**config.mk**
```make
export PLATFORM = sky130hd
export DESIGN_NAME = gpio_dual_port
export DESIGN_NICKNAME = d
export VERILOG_FILES = /design/src/rtl/gpio_dual_port.sv
export SDC_FILE = /design/constraint.sdc
export NUM_CORES = 1
export LEC_CHECK = 0
export CORE_MARGIN = 5
export CORE_UTILIZATION = 30
export DETAILED_ROUTE_END_ITERATION = 8
export GPL_TIMING_DRIVEN = 0
export PLACE_DENSITY = 0.57
export SYNTH_ARGS = -nofsm -noshare
export SYNTH_HDL_FRONTEND = slang
export SYNTH_SLANG_ARGS = --single-unit
```
**constraint.sdc**
```tcl
create_clock -name clk -period 3.29 [get_ports clk]
set_input_delay 0.4935 -clock clk [delete_from_list [all_inputs] [get_ports clk]]
set_output_delay 0.4935 -clock clk [all_outputs]
set_load 0.02 [all_outputs]
```
**src/rtl/gpio_dual_port.sv**
```systemverilog
module gpio_dual_port #(
  parameter int W  = 16,
  parameter int NS = 4,
  parameter int AW = 5
) (
  input  logic          clk,
  input  logic          rst_n,
  input  logic          bus_en,
  input  logic          bus_wr,
  input  logic          bus_wide,
  input  logic [AW-1:0] bus_addr,
  input  logic [31:0]   bus_wdata,
  output logic [31:0]   bus_rdata,
  input  logic [W-1:0]  pdir_a,
  input  logic [W-1:0]  pdat_a,
  input  logic [W-1:0]  pdir_b,
  input  logic [W-1:0]  pdat_b,
  input  logic [NS*W-1:0] slot_mask_a,
  input  logic [NS*W-1:0] slot_mask_b,
  output logic [NS-1:0] notify_o,
  output logic [W-1:0]  pins_a_o,
  output logic [W-1:0]  pins_b_o,
  output logic          err_o
);
  localparam int CW = 2 * W;
  localparam logic [AW-1:0] OFF_CTL_A = AW'(5'h00);
  localparam logic [AW-1:0] OFF_DAT_A = AW'(5'h04);
  localparam logic [AW-1:0] OFF_CTL_B = AW'(5'h08);
  localparam logic [AW-1:0] OFF_DAT_B = AW'(5'h0C);
  localparam logic [AW-1:0] OFF_IRQC  = AW'(5'h10);
  localparam logic [AW-1:0] OFF_STAT  = AW'(5'h14);

  logic [CW-1:0] ctl_a, ctl_b;
  logic [W-1:0]  dat_a, dat_b, irqc;
  logic [W-1:0]  out_a, out_b, pu_a, pu_b;
  logic [W-1:0]  lvl_a, lvl_b, prev_a, prev_b, chg_a, chg_b;
  logic          pend_a, pend_b, err;

  for (genvar n = 0; n < W; n++) begin : g_split
    assign out_a[n] = ctl_a[2*n];
    assign pu_a[n]  = ctl_a[2*n+1];
    assign out_b[n] = ctl_b[2*n];
    assign pu_b[n]  = ctl_b[2*n+1];
  end

  assign lvl_a = (out_a & dat_a) | (pdir_a & pdat_a) | (~(out_a | pdir_a) & pu_a);
  assign lvl_b = (out_b & dat_b) | (pdir_b & pdat_b) | (~(out_b | pdir_b) & pu_b);

  wire wr       = bus_en & bus_wr;
  wire rd       = bus_en & ~bus_wr;
  wire sel_ca   = (bus_addr == OFF_CTL_A) &  bus_wide;
  wire sel_cb   = (bus_addr == OFF_CTL_B) &  bus_wide;
  wire sel_da   = (bus_addr == OFF_DAT_A) & ~bus_wide;
  wire sel_db   = (bus_addr == OFF_DAT_B) & ~bus_wide;
  wire sel_irq  = (bus_addr == OFF_IRQC)  & ~bus_wide;
  wire sel_stat = (bus_addr == OFF_STAT)  & ~bus_wide;

  always_ff @(posedge clk or negedge rst_n) begin
    if (!rst_n) begin
      ctl_a  <= '0;
      ctl_b  <= '0;
      dat_a  <= '0;
      dat_b  <= '0;
      irqc   <= '0;
      err    <= 1'b0;
      pend_a <= 1'b0;
      pend_b <= 1'b0;
      prev_a <= '0;
      prev_b <= '0;
    end else begin
      prev_a <= lvl_a;
      prev_b <= lvl_b;
      pend_a <= wr & (sel_ca | sel_da);
      pend_b <= wr & (sel_cb | sel_db);
      if (wr && sel_ca) ctl_a <= bus_wdata[CW-1:0];
      if (wr && sel_cb) ctl_b <= bus_wdata[CW-1:0];
      if (wr && sel_da) dat_a <= bus_wdata[W-1:0];
      if (wr && sel_db) dat_b <= bus_wdata[W-1:0];
      if (wr && sel_irq) begin
        irqc <= bus_wdata[W-1:0];
        if (bus_wdata[W-1:0] != '0) err <= 1'b1;
      end else if (wr && sel_stat && bus_wdata[0]) begin
        err <= 1'b0;
      end
    end
  end

  assign chg_a = pend_a ? (lvl_a ^ prev_a) : '0;
  assign chg_b = pend_b ? (lvl_b ^ prev_b) : '0;

  for (genvar i = 0; i < NS; i++) begin : g_slot
    assign notify_o[i] = (|(slot_mask_a[i*W +: W] & chg_a)) |
                         (|(slot_mask_b[i*W +: W] & chg_b));
  end

  always_comb begin
    bus_rdata = '0;
    if (rd) begin
      if (sel_ca)   bus_rdata = 32'(ctl_a);
      if (sel_cb)   bus_rdata = 32'(ctl_b);
      if (sel_da)   bus_rdata = 32'(lvl_a);
      if (sel_db)   bus_rdata = 32'(lvl_b);
      if (sel_irq)  bus_rdata = 32'(irqc);
      if (sel_stat) bus_rdata = {31'b0, err};
    end
  end

  assign pins_a_o = lvl_a;
  assign pins_b_o = lvl_b;
  assign err_o    = err;
endmodule

```
==> Yosys cells after proc, flatten, opt, wreduce, memory -nomap -nowiden <==
Cells that the tools add are included.
{ "totals": {"n_memories": 0, "romBits": 0, "output_inout_bits": 69, "mem_bits_rw": 0, "latchBits": 0, "wordCells": 89, "register_bits": 147} }
{ "op_classes": {"reduce_logical": 19, "n_div": 0, "order_cmp": 0, "n_shift": 0, "bitwise_logic": 42, "addsub": 0, "n_mux": 12, "n_eq_ne": 6, "mul": 0} }
{ "op_table": {"columns": ["operator", "n"], "rows": [
  ["$and 16x16->16", 14],
  ["$mux 32", 7],
  ["$reduce_or 16->1", 8],
  ["$or 16x16->16", 6],
  ["$mux 16", 2],
  ["$not 16->16", 2],
  ["$xor 16x16->16", 2],
  ["$reduce_bool 16->1", 1],
  ["$and 1x1->1", 10],
  ["$eq 5x4->1 const B", 2],
  ["$eq 5x5->1 const B", 2],
  ["$logic_and 1x1->1", 7],
  ["$or 1x1->1", 6],
  ["$eq 5x3->1 const B", 1],
  ["$logic_not 5->1", 1],
  ["$mux 1", 3],
  ["$ne 2x1->1 const B", 1],
  ["$not 1->1", 2],
  ["$reduce_and 2->1", 1],
  ["$reduce_bool 2->1", 1]
]} }

==> Logic depth before layout (Yosys ltp) <==
Gate-level depths: netlist (run 1).
{ "depth": {"depth_word": 9, "depth_mapped": 8, "depth_no_buf": 7} }

==> Worst setup path after synthesis (run 1) <==
OpenSTA, ideal clock, no wires.
{ "synth_timing": {"path_type": "input to output", "startpoint": "input pdir_b[3]", "endpoint": "output notify_o[1]", "arrival_time_ns": 2.001, "path_stages": 6, "path_slack_ns": 0.796, "path_buffers": 0, "path_cell_list": "a221o_1 > xor2_1 > a22o_1 > a221oi_1 > nand4_1 > a22o_1"} }
{ "synth_between": {"elab_chain_cells": 9, "elab_cells_between_ends": 11, "cone_classes": "mux: 1; bitwise: 9; reduce/logical: 1"} }
{ "synth_rtl": {"columns": ["item", "line_no", "source"], "rows": [
  ["from (decl)", "16", "input logic [W-1:0] pdir_b,"],
  ["$or 16x16->16", "47", "assign lvl_b = (out_b & dat_b) | (pdir_b & pdat_b) | (~(out_b | pdir_b) & pu_b);"],
  ["$not 16->16", "47", null],
  ["$and 16x16->16", "47", null],
  ["$or 16x16->16 (*)", "47", null],
  ["$xor 16x16->16 (*)", "89", "assign chg_b = pend_b ? (lvl_b ^ prev_b) : '0;"],
  ["$mux 16 (*)", "89", null],
  ["$and 16x16->16 (*)", "93", "(|(slot_mask_b[i*W +: W] & chg_b));"],
  ["$reduce_or 16->1 (*)", "93", null],
  ["$or 1x1->1 (*)", "92", "assign notify_o[i] = (|(slot_mask_a[i*W +: W] & chg_a)) |"],
  ["to (decl)", "20", "output logic [NS-1:0] notify_o,"]
]} }
Mark *: on every way between the ends. The rest lies on a longest branch, timed or not.

==> Worst setup path after layout (run 1) <==
{ "layout_timing": {"startpoint": "input pdir_b[7]", "endpoint": "output notify_o[3]"} }
Same word-level chain as after synthesis.

==> results.txt, run 1 <==
----------------------------------------------------
[Drt]
  Number of antenna-violating nets in the routed design ... 0
  Count of vias placed by the detailed router ... 6864
  DRT iter0 DRCs ... 382
  DRC Markers ... 0
  WL/cell ... 25.03 um
  Total Routed Length ... 32.40 mm
  Length of routed wiring on met1 ... 13.44 mm
  Met3 wire len ... 2.269 mm
  Number of iterations in the first detailed-routing pass ... 5
  Routed length on met2 ... 15.81 mm
  Post-DR vias/cell ... 5.304
  Max Used Layer ... met5

[Power]
  Peak supply drop ... 0.0003808 V
  Power per standard cell area ... 424.1 nW/um^2
  Reported leakage power ... 5.428 nW

[Synthesis]
  Cell types occupying the most area after synthesis ... dfrtp_1 (49%), mux2_2 (12%), a22oi_1 (4.5%), mux2_1 (4.3%), a221o_1 (4.0%)
  Synthesized area divided by synthesized cell count ... 12.33 um^2
  Register bit total from synthesis ... 147
  Cell accounting for the most synthesized area ... dfrtp_1
  Post-synthesis instance total ... 612
  Most instantiated flip-flop cell in the synthesis netlist ... dfrtp_1
  Seq/Total Area, Yosys ... 48.76%
  Most numerous cell in the Yosys netlist ... dfrtp_1
  Fraction of registers with async set/reset ... 100.0%
  Cell area after technology mapping ... 7545 um^2
  Area share of the largest cell type after synthesis ... 48.76%
  Number of enable-type register cells in the synthesized netlist ... 0
  Post-synth net total ... 846
  Most used standard cells in the synthesized netlist ... dfrtp_1 (147), mux2_2 (78), a22oi_1 (45), nor2_1 (37), nor3b_1 (32)
  Number of different library cells in the post-synthesis netlist ... 41
  Number of warnings printed during yosys synthesis ... 0

[Critical path]
  Setup crit start kind ... input pin
  Launch instance of the worst register-to-register path ... err_o$_DFFE_PN0P_
  Worst r2r dst ... err_o$_DFFE_PN0P_
  Critical Path Fanout Max ... 4
  Arrival @ worst endpoint ... 2.73 ns
  Worst setup EP type ... output pin
  Timing startpoint of the critical path ... pdir_b[7]
  Required time of the critical path ... 2.80 ns
  Kind of critical path ... input pin to output pin
  CP Capture Point ... notify_o[3]
  Worst r2r path cells ... 4
  Minimum setup slack among reg-to-reg paths ... 1.73 ns

[STA]
  Final worst clock skew ... 0.008898 ns
  Final max-slew violation count ... 0
  Endpoints failing hold ... 0
  Worst max-slew margin expressed relative to the limit ... 49.84%
  Final min period ... 3.225 ns
  Maximum clock rate ... 310.1 MHz
  Fin Setup TNS ... 0 ns
  Post-route fraction of the period consumed by the critical path ... 98.01%
  Setup repair after global routing missed its margin ... no
  Number of setup violations in the final report ... 0
  Worst Slack Setup Final ... 0.06532 ns
  Slew of the pin with the lowest slew margin ... 0.7525 ns

[Global route]
  GR Util All Layers ... 22.04%
  Number of antenna violations at the first check in global routing ... 3
  Maximum number of pins on one net before global-route repair ... 76
  Wire length of the first global-routing pass ... 46.40 mm
  Aggregate global routing overflow ... 0
  Via count of the first global-routing pass ... 7165

[Placed design]
  RD Place Congestion ... 0.9613
  Worst slack at placement ... -0.8709 ns
  Half-perimeter wire length after placement ... 25.12 mm
  Count of input and output buffers ... 302

[Clock tree]
  TritonCTS Buffers ... 17
  Number of H-tree branching levels ... 4
  TritonCTS clock tree ... yes
  Cell chosen for the clock root ... clkbuf_16
  Post-CTS Hold Buffers ... 0
  Sinks on the clock net ... 147
  Worst-case clock buffer depth ... 2
  Clock insertion delay at the later pin of the skew report ... 0.43 ns
  Clock-pin transition on the worst setup and hold timing paths ... 0.06 ns

[Layout]
  Relative area change from synthesis to final layout ... 58.72%
  Fraction of final layout cells with drive strength greater than 1 ... 23.65%
  Fraction of the core area covered by cells at the end of the flow ... 47.97%
  Diodes inserted ... 0
  Total Nets Final ... 1187

[Die]
  Count of pins on the block boundary ... 303
  DIE HEIGHT ... 168.6 um
  CORE AREA ... 24960 um^2
  Area enclosed by the die boundary ... 28420 um^2
  Standard-cell rows ... 58
  Initial core utilization ... 30.22%
  Die width ... 168.6 um

[Hold path]
  Type of the tightest min-delay check ... input pin to asynchronous set/reset pin

[Flow run]
  Maximum capacitance violations ... 0

[Status]
  Status ... completed

----------------------------------------------------
-- worst max-delay path: stages --
cell,delay [ns]
clkdlybuf4s50_1,0.49
nor3b_1,0.05
a221o_2,0.38
xor2_1,0.23
a22o_1,0.26
a221oi_1,0.21
nand4_1,0.20
a22o_1,0.24
buf_2,0.17
-- per-stage QoR --
step | hold WS, ns | instance area, um^2 | power, mW | cells
after floorplan | 0.1979 | 7545 | 2.544 | 612
after global placement | 0.4836 | 10980 | 3.194 | 1244
after detailed placement | 0.4899 | 11010 | 3.205 | 1245
after CTS | 0.1391 | 11830 | 5.081 | 1290
after global routing | 0.1702 | 11980 | 5.275 | 1294
final | 0.1066 | 11980 | 5.078 | 1294
-- layout by cell type (no fill, tap or decap), types with 16 or more instances in the layout --
cell and instances:
mux2i_1 16, clkbuf_16 17, mux2_1 29, nor2_1 34
buf_4 25, a22oi_1 45, mux2_2 78, clkdlybuf4s50_1 271
nor3b_1 31, a221oi_1 18, dfrtp_1 147, xor2_2 17
a221o_2 21
-- cells by family after synthesis --
logic type	share of synthesized area, %
mux	19.88
flops	48.76
buf+inv	1.957
compound gates	16.78
xor+xnor	3.715
simple gates	8.906
-- how the worst min path moves through the flow --
stage,endpoint,cells after the start,slack (ns)
floorplan,ctl_a[0]$_DFFE_PN0P_,0,0.20
global placement,irqc[2]$_DFFE_PN0P_,1,0.48
detailed placement,irqc[11]$_DFFE_PN0P_,1,0.49
CTS,ctl_b[25]$_DFFE_PN0P_,1,0.14
global route,ctl_a[24]$_DFFE_PN0P_,1,0.17
finish,ctl_b[25]$_DFFE_PN0P_,1,0.11
-- flip-flops by register name, summed over array words and instances (netlist names) --
name / count
ctl_a: 32
ctl_b: 32
dat_a: 16
dat_b: 16
irqc: 16
prev_a: 16
prev_b: 16
err_o: 1
pend_a: 1
pend_b: 1
-- final cells by class --
type | count | area, um^2
Fill cell | 2349 | 12990
Inverter | 3 | 11.26
Timing Repair Buffer | 323 | 3179
Tap cell | 330 | 412.9
Clock buffer | 24 | 481.7
Multi-Input combinational cell | 437 | 3986
Clock inverter | 6 | 55.05
Buffer | 24 | 170.2
Sequential cell | 147 | 3679
-- timing repair --
action | in CTS | in global routing
setup endpoints to repair | 36 | 20
gates resized for setup | 82 | 47
buffers inserted | 15 | 5
pin swaps | 8 | 8
cloned | 0 | 0
-- layer usage --
| metal | global-route usage [%] | up-vias |
|---|---|---|
| met5 | 0 | - |
| met4 | 6.528 | 6 |
| met3 | 6.399 | 50 |
| met2 | 37.65 | 302 |
| met1 | 27.14 | 3421 |
| li1 | - | 3085 |
-- power breakdown --
part           internal, mW  switching, mW
logic                 0.623          0.560
clock network          1.09          0.736
registers              1.96          0.113
total                  3.67           1.41
Power figures use the tool's default switching activity.
==> run 2, diff against run 1 <==
==> constraint.sdc (replaced) <==
create_clock -name clk -period 3.29 [get_ports clk]
set_input_delay 0.658 -clock clk [delete_from_list [all_inputs] [get_ports clk]]
set_output_delay 0.658 -clock clk [all_outputs]
set_load 0.02 [all_outputs]
==> run 2 against run 1 <==
Against the previous run:
- the run now ends with negative setup slack left
- final cell count is 3.4% higher
- critical path depth fell by 2
- sequential cell count is the same
- first-iteration DRC count grew 3.7%
- sequential share of layout area fell by 2.1 points
- hold slack improved by 0.17 ns
- core utilization rose by 3.5 points
- total power rose by 4.3%
- via count grew 4.1%
- critical path type unchanged
- highest routed layer unchanged
==> results.txt, run 2 (same netlist as run 1, synthesis figures left out) <==
----------------------------------------------------
[Placed design]
  Half-perimeter wire length after placement ... 25.12 mm
  Count of input and output buffers ... 302
  RD Place Congestion ... 0.9613

[Critical path]
  Worst setup EP type ... output pin
  CP Capture Point ... notify_o[3]
  Required time of the critical path ... 2.63 ns
  Dominant delay contributor by cell family on the critical path ... compound AO/OA/AOI/OAI gates
  Worst r2r dst ... err_o$_DFFE_PN0P_
  Worst r2r path cells ... 4
  Timing startpoint of the critical path ... pdat_b[10]
  Slowest stage delay, CP ... 0.47 ns
  Critical-path cell list ... clkdlybuf4s50_1 > a221o_2 > xor2_4 > a221oi_2 > nand4_1 > a22o_1 > buf_6
  Critical Path Fanout Max ... 4
  Setup crit start kind ... input pin
  Kind of critical path ... input pin to output pin
  Standard cell with the maximum stage delay on the critical path ... a221o_2
  Critical Path Stages ... 7
  Launch instance of the worst register-to-register path ... err_o$_DFFE_PN0P_
  Minimum setup slack among reg-to-reg paths ... 1.70 ns
  Number of buffers and inverters on the critical path ... 2
  Arrival @ worst endpoint ... 2.65 ns

[Clock tree]
  Cell chosen for the clock root ... clkbuf_16
  Post-CTS Hold Buffers ... 0
  TritonCTS Buffers ... 17
  Sinks on the clock net ... 147
  Worst-case clock buffer depth ... 2
  Number of H-tree branching levels ... 4
  TritonCTS clock tree ... yes
  Clock-pin transition on the worst setup and hold timing paths ... 0.06 ns
  Clock insertion delay at the later pin of the skew report ... 0.43 ns

[Global route]
  GR Util All Layers ... 23.63%
  Number of antenna violations at the first check in global routing ... 7
  Aggregate global routing overflow ... 0
  Maximum number of pins on one net before global-route repair ... 76
  Via count of the first global-routing pass ... 7431
  Wire length of the first global-routing pass ... 49.10 mm

[STA]
  Slew of the pin with the lowest slew margin ... 0.7406 ns
  Final worst clock skew ... 0.01050 ns
  Maximum clock rate ... 301.9 MHz
  Setup repair after global routing missed its margin ... yes
  Final min period ... 3.312 ns
  Worst max-slew margin expressed relative to the limit ... 50.63%
  Worst Slack Setup Final ... -0.02183 ns
  Fin Setup TNS ... -0.02183 ns
  Post-route fraction of the period consumed by the critical path ... 100.7%
  Endpoints failing hold ... 0
  Final max-slew violation count ... 0
  Number of setup violations in the final report ... 1

[Drt]
  DRC Markers ... 0
  Count of vias placed by the detailed router ... 7145
  Number of iterations in the first detailed-routing pass ... 5
  Post-DR vias/cell ... 5.340
  WL/cell ... 25.93 um
  Number of antenna-violating nets in the routed design ... 0
  DRT iter0 DRCs ... 396
  Total Routed Length ... 34.69 mm

[Layout]
  Fraction of the core area covered by cells at the end of the flow ... 51.46%
  Fraction of final layout cells with drive strength greater than 1 ... 32.24%
  Biggest registers after layout ... ctl_a: 32 flops, ctl_b: 32 flops
  Total Nets Final ... 1228
  Most frequent standard cell in the layout excluding fill and tap cells ... clkdlybuf4s50_1
  Relative area change from synthesis to final layout ... 70.27%
  Commonest non-fill, non-tap cells in the layout ... clkdlybuf4s50_1 (208), dfrtp_1 (147), mux2_2 (78), buf_4 (63), dlygate4sd2_1 (53)

[Die]
  Count of pins on the block boundary ... 303
  CORE AREA ... 24960 um^2
  Area enclosed by the die boundary ... 28420 um^2
  Die width ... 168.6 um
  Initial core utilization ... 30.22%
  DIE HEIGHT ... 168.6 um
  Standard-cell rows ... 58

[Power]
  Peak supply drop ... 0.0003555 V
  Reported leakage power ... 5.776 nW
  Power per standard cell area ... 412.3 nW/um^2

[Hold path]
  Type of the tightest min-delay check ... input pin to asynchronous set/reset pin

[Status]
  Violated checks ... negative setup slack
  Status ... finished with violations

[Flow run]
  Maximum capacitance violations ... 0

----------------------------------------------------
run 2: per-layer routing:
metal / part of all wire [%] / wire length, um / up-vias / GRT usage, %
li1: - / - / 3184 / -
met1: 42 / 14450 / 3573 / 29.85
met2: 48 / 16520 / 329 / 38.80
met3: 7.7 / 2680 / 57 / 7.193
met4: 2.9 / 1021 / 2 / 7.833
met5: 0.037 / 13 / - / 0
run 2: how the worst min path moves through the flow:
| stage | endpoint | from | slack [ns] |
|---|---|---|---|
| 4_1_cts | ctl_b[25]$_DFFE_PN0P_ | rst_n | 0.30 |
| 6_report | ctl_a[24]$_DFFE_PN0P_ | rst_n | 0.28 |
| 3_3_place_gp | irqc[2]$_DFFE_PN0P_ | irqc[2]$_DFFE_PN0P_ | 0.48 |
| 2_1_floorplan | ctl_a[0]$_DFFE_PN0P_ | rst_n | 0.36 |
| 5_1_grt | ctl_a[24]$_DFFE_PN0P_ | rst_n | 0.34 |
| 3_5_place_dp | irqc[11]$_DFFE_PN0P_ | irqc[11]$_DFFE_PN0P_ | 0.49 |
run 2: area by class of cell:
cell class / instances / area, um^2
clock inverter: 6 / 55.05
sequential: 147 / 3679
fill: 2276 / 12120
timing repair buffer: 364 / 3431
tap: 330 / 412.9
multi-input combinational: 437 / 4531
antenna: 3 / 7.507
inverter: 3 / 11.26
buffer: 24 / 237.7
clock buffer: 24 / 481.7
run 2: through the flow:
step           cells  instance area, um^2  setup WS [ns]  hold slack (ns)  total power [mW]
4_1_cts         1324                12600      0.0004730           0.3036             5.282
3_3_place_gp    1244                10980         -4.710           0.4836             3.194
2_1_floorplan    612                 7545         0.4669           0.3624             2.544
6_report        1338                12850       -0.02183           0.2752             5.297
3_5_place_dp    1245                11010         -1.200           0.4899             3.205
5_1_grt         1335                12840       -0.04489           0.3352             5.498
run 2: what timing repair did:
item / CTS / global route
setup endpoints to repair: 36 / 29
buffers inserted: 50 / 10
endpoints found under the hold margin: 0 / 0
pin swaps: 93 / 49
gates cloned: 0 / 1
gates resized for setup: 302 / 50
run 2: report_power, final:
part / internal [mW] / switching [mW]
logic: 0.730 / 0.647
clock network: 1.09 / 0.735
registers: 1.96 / 0.139
total: 3.78 / 1.52
==> run 3, diff against run 2 <==
- HOLD_SLACK_MARGIN: default -> 0.03
- clock period: 3.29 -> 3.16 ns (I/O delays scaled with it)
==> run 3 against run 2 <==
Against the previous run:
- the run still ends with negative setup slack left
- final area increased by 0.23%
- routed wire length increased by 0.44%
- sequential cell count unchanged
- final cell count increased by 0.75%
- sequential power increased by 4%
- clock power increased by 4%
- via count increased by 0.66%
- core utilization increased by 0.12 points
- die area unchanged
- largest cell class unchanged
- highest routed layer unchanged
==> results.txt, run 3 (same netlist as run 1, synthesis figures left out) <==
----------------------------------------------------
[Layout]
  Fraction of the core area covered by cells at the end of the flow ... 51.58%
  Most frequent standard cell in the layout excluding fill and tap cells ... clkdlybuf4s50_1
  Relative area change from synthesis to final layout ... 70.66%
  Total Nets Final ... 1238
  Fraction of final layout cells with drive strength greater than 1 ... 33.89%
  Biggest registers after layout ... ctl_a: 32 flops, ctl_b: 32 flops
  Commonest non-fill, non-tap cells in the layout ... clkdlybuf4s50_1 (200), dfrtp_1 (147), mux2_2 (78), buf_4 (77), dlygate4sd2_1 (70)

[Power]
  Power per standard cell area ... 430.8 nW/um^2
  Total Power ... 5.547 mW
  Reported leakage power ... 5.749 nW
  Peak supply drop ... 0.0003939 V

[Die]
  DIE HEIGHT ... 168.6 um
  Initial core utilization ... 30.22%
  Die width ... 168.6 um
  Standard-cell rows ... 58
  Area enclosed by the die boundary ... 28420 um^2
  Count of pins on the block boundary ... 303
  CORE AREA ... 24960 um^2

[Critical path]
  Minimum setup slack among reg-to-reg paths ... 1.57 ns
  Launch instance of the worst register-to-register path ... err_o$_DFFE_PN0P_
  Arrival @ worst endpoint ... 2.61 ns
  Required time of the critical path ... 2.53 ns
  Worst r2r path cells ... 4
  Setup crit start kind ... flip-flop
  Kind of critical path ... flip-flop to output pin
  Worst r2r dst ... err_o$_DFFE_PN0P_
  Worst setup EP type ... output pin
  Critical Path Fanout Max ... 4

[Global route]
  Number of antenna violations at the first check in global routing ... 8
  Grt met1 use ... 30.09%
  GR Layer Usage met3 ... 6.586%
  Aggregate global routing overflow ... 0
  Wire length of the first global-routing pass ... 49.45 mm
  Maximum number of pins on one net before global-route repair ... 76
  GR Layer Usage met2 ... 39.03%
  Most congested layer reported by global routing ... met2
  GR Util All Layers ... 23.76%
  Via count of the first global-routing pass ... 7486

[Flow run]
  Maximum capacitance violations ... 0

[STA]
  Slew of the pin with the lowest slew margin ... 0.7622 ns
  Number of setup violations in the final report ... 2
  Final min period ... 3.237 ns
  Worst Slack Setup Final ... -0.07726 ns
  Endpoints failing hold ... 0
  Final worst clock skew ... 0.01051 ns
  Final max-slew violation count ... 0
  Worst max-slew margin expressed relative to the limit ... 49.18%
  Post-route fraction of the period consumed by the critical path ... 102.4%
  Fin Setup TNS ... -0.1064 ns
  Maximum clock rate ... 308.9 MHz
  Setup repair after global routing missed its margin ... yes

[Clock tree]
  Worst-case clock buffer depth ... 2
  Clock insertion delay at the later pin of the skew report ... 0.43 ns
  Post-CTS Hold Buffers ... 0
  Sinks on the clock net ... 147
  TritonCTS Buffers ... 17
  Clock-pin transition on the worst setup and hold timing paths ... 0.06 ns
  Cell chosen for the clock root ... clkbuf_16
  Number of H-tree branching levels ... 4
  TritonCTS clock tree ... yes

[Drt]
  DRT iter0 DRCs ... 376
  Post-DR vias/cell ... 5.335
  Count of vias placed by the detailed router ... 7192
  DRC Markers ... 0
  Number of antenna-violating nets in the routed design ... 0
  Number of iterations in the first detailed-routing pass ... 5
  Total Routed Length ... 34.84 mm
  WL/cell ... 25.85 um

[Placed design]
  RD Place Congestion ... 0.9613
  Count of input and output buffers ... 302
  Half-perimeter wire length after placement ... 25.12 mm

[Status]
  Violated checks ... negative setup slack
  Status ... finished with violations

[Hold path]
  Type of the tightest min-delay check ... input pin to asynchronous set/reset pin

----------------------------------------------------
==> run 3: cell types whose count changed in the layout (fill, tap and decap cells not counted), moves of 4 or more <==
cell and delta:
a22oi_1 -6, a22oi_2 +6, buf_4 +14, buf_6 -4
clkdlybuf4s50_1 -8, dlygate4sd2_1 +17, dlymetal6s2s_1 -10
==> run 3: worst max path at each step <==
| stage | start | to | slack (ns) | cells after the start |
|---|---|---|---|---|
| 5_1_grt | ctl_b[11]$_DFFE_PN0P_ | notify_o[3] | -0.14 | 8 |
| 6_report | ctl_b[23]$_DFFE_PN0P_ | notify_o[3] | -0.08 | 8 |
| 3_3_place_gp | rst_n | prev_b[0]$_DFF_PN0_ | -4.81 | 1 |
| 4_1_cts | ctl_a[3]$_DFFE_PN0P_ | notify_o[1] | -0.08 | 8 |
| 2_1_floorplan | pdir_b[3] | notify_o[1] | 0.39 | 6 |
| 3_5_place_dp | bus_addr[1] | bus_rdata[22] | -1.28 | 9 |
==> run 3: where the power goes <==
| group | switching (mW) | leakage [nW] | internal (mW) |
|---|---|---|---|
| Combinational | 0.688 | 3.51 | 0.777 |
| Sequential | 0.142 | 1.97 | 2.04 |
| Clock | 0.769 | 0.269 | 1.13 |
| Total | 1.60 | 5.75 | 3.95 |
==> run 3: critical path, stage by stage (launching register included) <==
cell and delay (ns):
dfrtp_1 0.39, nor3b_1 0.14, a221o_2 0.41, xor2_4 0.24
a22o_1 0.20, a221oi_2 0.17, nand4_1 0.19, a22o_1 0.28
buf_6 0.13
==> run 3: metal layers <==
metal | up-vias | routed length, um
li1 | 3210 | -
met1 | 3577 | 14600
met2 | 332 | 16440
met3 | 69 | 2618
met4 | 4 | 1153
met5 | - | 27
==> run 3: stage by stage <==
step	hold slack, ns	worst slack [ns]	instance area, um^2	cells
after CTS	0.2776	-0.08410	12820	1339
after detailed placement	0.4899	-1.278	11010	1245
final	0.2437	-0.07726	12880	1348
after global routing	0.3096	-0.1400	12870	1346
after global placement	0.4836	-4.814	10980	1244
after floorplan	0.3364	0.3889	7545	612
==> run 3: repair_timing <==
action,4_1_cts,5_1_grt
cloned,1,0
setup buffers,64,6
resized for setup,324,33
endpoints found under the setup margin,36,19
pin swaps,118,30
hold endpoints to repair,0,0
==> run 3: final cells by class <==
| cell class | instances | area, um^2 |
|---|---|---|
| fill | 2288 | 12090 |
| buffer | 24 | 219.0 |
| inverter | 3 | 11.26 |
| sequential | 147 | 3679 |
| multi-input combinational | 437 | 4563 |
| tap | 330 | 412.9 |
| antenna | 3 | 7.507 |
| clock inverter | 6 | 55.05 |
| timing repair buffer | 374 | 3447 |
| clock buffer | 24 | 481.7 |
